==> config.mk <==
export PLATFORM = sky130hd
export DESIGN_NAME = fp_access_gate
export DESIGN_NICKNAME = d
export VERILOG_FILES = /design/src/rtl/fp_access_gate.sv
export SDC_FILE = /design/constraint.sdc
export NUM_CORES = 1
export LEC_CHECK = 0
export ABC_AREA = 1
export BUFFER_PORTS_ARGS = -buffer_cell sky130_fd_sc_hd__buf_2
export CORE_MARGIN = 4
export CORE_UTILIZATION = 39
export CTS_CLUSTER_SIZE = 16
export DETAILED_ROUTE_END_ITERATION = 6
export GPL_ROUTABILITY_DRIVEN = 1
export PLACE_DENSITY = 0.81
export SKIP_CTS_REPAIR_TIMING = 1
export SYNTH_ARGS = -nofsm -noshare
export SYNTH_HDL_FRONTEND = slang
export SYNTH_SLANG_ARGS = --single-unit
==> constraint.sdc <==
create_clock -name clk -period 0.95 [get_ports clk]
set_input_delay 0.19 -clock clk [delete_from_list [all_inputs] [get_ports clk]]
set_output_delay 0.19 -clock clk [all_outputs]
set_load 0.005 [all_outputs]
==> src/rtl/fp_access_gate.sv <==
module fp_access_gate #(
  parameter bit       HYP_PRESENT = 1'b1,
  parameter bit       MON_PRESENT = 1'b1,
  parameter bit [1:0] RSV_MAP     = 2'b00,
  parameter bit       REG_OUT     = 1'b1,
  parameter int       SYN_W       = 25
) (
  input  logic             clk,
  input  logic             rst_n,
  input  logic [1:0]       priv_lvl,
  input  logic             nonsecure,
  input  logic             is_simd,
  input  logic             chk_fpen,
  input  logic             os_simd_off,
  input  logic [1:0]       os_cp_acc,
  input  logic             ns_simd_off,
  input  logic             ns_cp_en,
  input  logic             fp_en,
  input  logic             hyp_simd_trap,
  input  logic             hyp_cp_trap,
  input  logic             mon_fp_trap,
  input  logic [4:0]       cond,
  output logic [1:0]       verdict,
  output logic [SYN_W-1:0] syndrome
);
  localparam logic [1:0] V_OK  = 2'b00;
  localparam logic [1:0] V_UND = 2'b01;
  localparam logic [1:0] V_HYP = 2'b10;
  localparam logic [1:0] V_MON = 2'b11;

  logic             ns_lim, at_hyp_lvl;
  logic             simd_off_eff, os_deny, hyp_hit;
  logic [1:0]       acc_eff;
  logic [1:0]       v_nxt;
  logic [SYN_W-1:0] syn_nxt;

  assign ns_lim     = MON_PRESENT && nonsecure;
  assign at_hyp_lvl = (priv_lvl == 2'd2);

  assign simd_off_eff = os_simd_off | (ns_lim & ns_simd_off);

  always_comb begin
    acc_eff = (ns_lim && !ns_cp_en) ? 2'b00 : os_cp_acc;
    if (acc_eff == 2'b10) acc_eff = RSV_MAP;
    case (acc_eff)
      2'b11:   os_deny = 1'b0;
      2'b01:   os_deny = (priv_lvl == 2'd0);
      default: os_deny = 1'b1;
    endcase
  end

  assign hyp_hit = HYP_PRESENT && nonsecure &&
                   ((is_simd && (hyp_simd_trap || (ns_lim && ns_simd_off))) ||
                    hyp_cp_trap || (ns_lim && !ns_cp_en));

  always_comb begin
    v_nxt   = V_OK;
    syn_nxt = '0;
    if (!at_hyp_lvl && ((is_simd && simd_off_eff) || os_deny)) begin
      v_nxt = V_UND;
    end else if (chk_fpen && !fp_en) begin
      v_nxt = V_UND;
    end else if (hyp_hit) begin
      if (at_hyp_lvl) begin
        v_nxt = V_UND;
      end else begin
        v_nxt          = V_HYP;
        syn_nxt[24:20] = cond;
        syn_nxt[5]     = is_simd;
        syn_nxt[3:0]   = is_simd ? 4'b0000 : 4'b1010;
      end
    end else if (mon_fp_trap) begin
      v_nxt = V_MON;
    end
  end

  generate
    if (REG_OUT) begin : g_reg
      always_ff @(posedge clk or negedge rst_n) begin
        if (!rst_n) begin
          verdict  <= V_OK;
          syndrome <= '0;
        end else begin
          verdict  <= v_nxt;
          syndrome <= syn_nxt;
        end
      end

      p_reg_latency_r12: assert property (@(posedge clk) disable iff (!rst_n)
        $past(rst_n) |-> (verdict == $past(v_nxt) && syndrome == $past(syn_nxt)));
    end else begin : g_comb
      assign verdict  = v_nxt;
      assign syndrome = syn_nxt;
    end
  endgenerate

  p_lvl2_no_hyp_r9: assert property (@(posedge clk) disable iff (!rst_n)
    at_hyp_lvl |-> v_nxt != V_HYP);

  p_deny_all_r4: assert property (@(posedge clk) disable iff (!rst_n)
    (!at_hyp_lvl && os_cp_acc == 2'b00) |-> v_nxt == V_UND);

  p_fpen_r6: assert property (@(posedge clk) disable iff (!rst_n)
    (chk_fpen && !fp_en) |-> v_nxt == V_UND);

  p_mon_blocks_r10: assert property (@(posedge clk) disable iff (!rst_n)
    mon_fp_trap |-> v_nxt != V_OK);

  p_secure_no_hyp_r7: assert property (@(posedge clk) disable iff (!rst_n)
    !nonsecure |-> v_nxt != V_HYP);

  p_syn_fmt_r8: assert property (@(posedge clk) disable iff (!rst_n)
    (v_nxt == V_HYP) |-> (syn_nxt[24:20] == cond && syn_nxt[5] == is_simd &&
                          syn_nxt[3:0] == (is_simd ? 4'h0 : 4'hA)));

  p_syn_zero_r8: assert property (@(posedge clk) disable iff (!rst_n)
    (v_nxt != V_HYP) |-> syn_nxt == '0);
endmodule

==> metrics.txt <==
slowest CP cell dfrtp_1; port bufs 30; gp weighted congestion approximately 0.67; sequential area share after synthesis 0.395; Final Hold Viols 0; initial core utilization 0.428; final instance area ~720 µm²; Post-Syn Area ~570 µm²; final setup fails 0; largest net degree at the start of global routing 10; Lkg Pwr about 0.45 nW; worst hold path type in -> reg; initial antenna violation count 0; initial DRC count 3; max_cap viols 0; worst hold margin roughly 0.18 ns; max-slew violation count 0; TritonCTS buffer count 3; residual DRC count 0; most common cell after layout, fill and taps aside buf_2; delay-heaviest family, CP flip-flops; Layout area overhead 25.4%; Peak VDD IR around 350 µV; Crit path arrival time between 0.7 and 0.8 ns; Die W around 46 µm; top cell type's share of synthesized area 0.395; Critical Path Start Type register; Inserted Diodes 0; status finished, final reports clean; ranking of synthesized cells by area dfrtp_1, buf_4, nor2_1; die height about 46 µm; flops & latches, synth 9; WL/cell approximately 8.4 µm; CP Cell Sequence buf_2; CP endpoint kind output port; Mapped Avg Cell Area 7.61 µm²; Num Clock Sinks 9; CTS tree yes; most frequent cells in the layout buf_2, conb_1, nor2_1; vias in the first global route 415; fin cells between 100 and 150; Yosys top cell by area dfrtp_1; DRT antenna net count 0; pwr dens between 1000 and 1500 mW/mm²; synth warn 0; Post-Route WL around 1000 µm; GRT overflow 0; post-synth cell types 13; Final nets between 100 and 150; CTS clock-pin slew for the worst setup and hold paths 0.05 ns; post-DP HPWL between 900 and 1000 µm; Critical path buffers and inverters 1; critical path class reg -> out; Fin Setup TNS 0 ns; Post-Place Cell Area 679 µm²; Worst Setup EP syndrome[3]; Placeable Area approximately 0.0013 mm²; Final Core Density 0.537; pre-CTS WS -0.0537 ns; Worst Slack Setup Final around 0.035 ns; row cnt 13; vias per inst between 4 and 5; post-layout minimum cycle time roughly 0.9 ns; Total GRT Usage 0.0938; Root Driver clkbuf_4; Placed Cells 120; final period utilization 0.963; Clock Path Buffers 2; critical path required time around 0.76 ns; CP peak stage delay between 0.3 and 0.4 ns; max frequency between 1 and 1.5 GHz; share of layout cells above drive strength 1 0.382; Critical Path Source syndrome[3]; Hold Path Depth 3; Cells after Synth 75; I/O pin count 48; drt pass-1 iters 3; total power 0.843 mW; first-pass GRT wire length around 1500 µm; H-tree levels 1; CP Max Fanout 2; RSZ-0062 raised after global routing true; CP Depth 1; Die Area approximately 0.0021 mm²; routed vias 501
## report_power, final
group	total, mW	internal, mW	leakage (nW)	switching, mW
sequential	0.403	0.399	0.120	0.00319
combinational	0.176	0.0756	0.317	0.101
clock	0.264	0.160	0.0150	0.104
total	0.843	0.635	0.451	0.208
## cells by family (layout without fill, tap and decap cells)
family | count (synthesis) | count (layout) | synth area share
and+or+nand+nor | 36 | 36 | 0.279
AOI/OAI and AO/OA | 1 | 1 | 0.00876
other | 1 | 17 | 0.00657
DFF | 9 | 9 | 0.395
buffers and inverters | 28 | 47 | 0.311
## final cells by class
class                      instances  area (µm²)
multi-input combinational         54         228
timing repair buffer              33         175
tap                               15        18.8
inverter                          10        42.5
sequential                         9         225
fill                             141         618
clock buffer                       4        26.3
## routing by layer
layer	global-route usage	routed length, µm	vias up	part of all wire
li1	-	-	263	-
met4	0.0511	0	0	0
met3	0.0156	149	0	0.14
met5	0	0	-	0
met2	0.179	546	30	0.52
met1	0.0937	350	208	0.33
## synthesized netlist by cell type
cell / instances
a21oi_1: 1
clkinv_4: 1
buf_4: 18
inv_2: 2
nor2_2: 1
nand3_1: 9
inv_1: 7
conb_1: 1
dfrtp_1: 9
nand2_1: 9
nand2_2: 3
nand4_1: 1
nor2_1: 13
## flip-flops by register name, indices dropped and copies added (netlist names)
signal,flops
syndrome,7
verdict,2
## worst min path at each step
stage,end,slack [ns],from
CTS,syndrome[22],-0.22,rst_n
global placement,syndrome[22],0.04,rst_n
floorplan,syndrome[20],-0.11,rst_n
finish,syndrome[22],0.18,cond[2]
detailed placement,syndrome[22],0.04,rst_n
global route,syndrome[23],0.18,cond[3]
(Power assumes the default switching activity.)
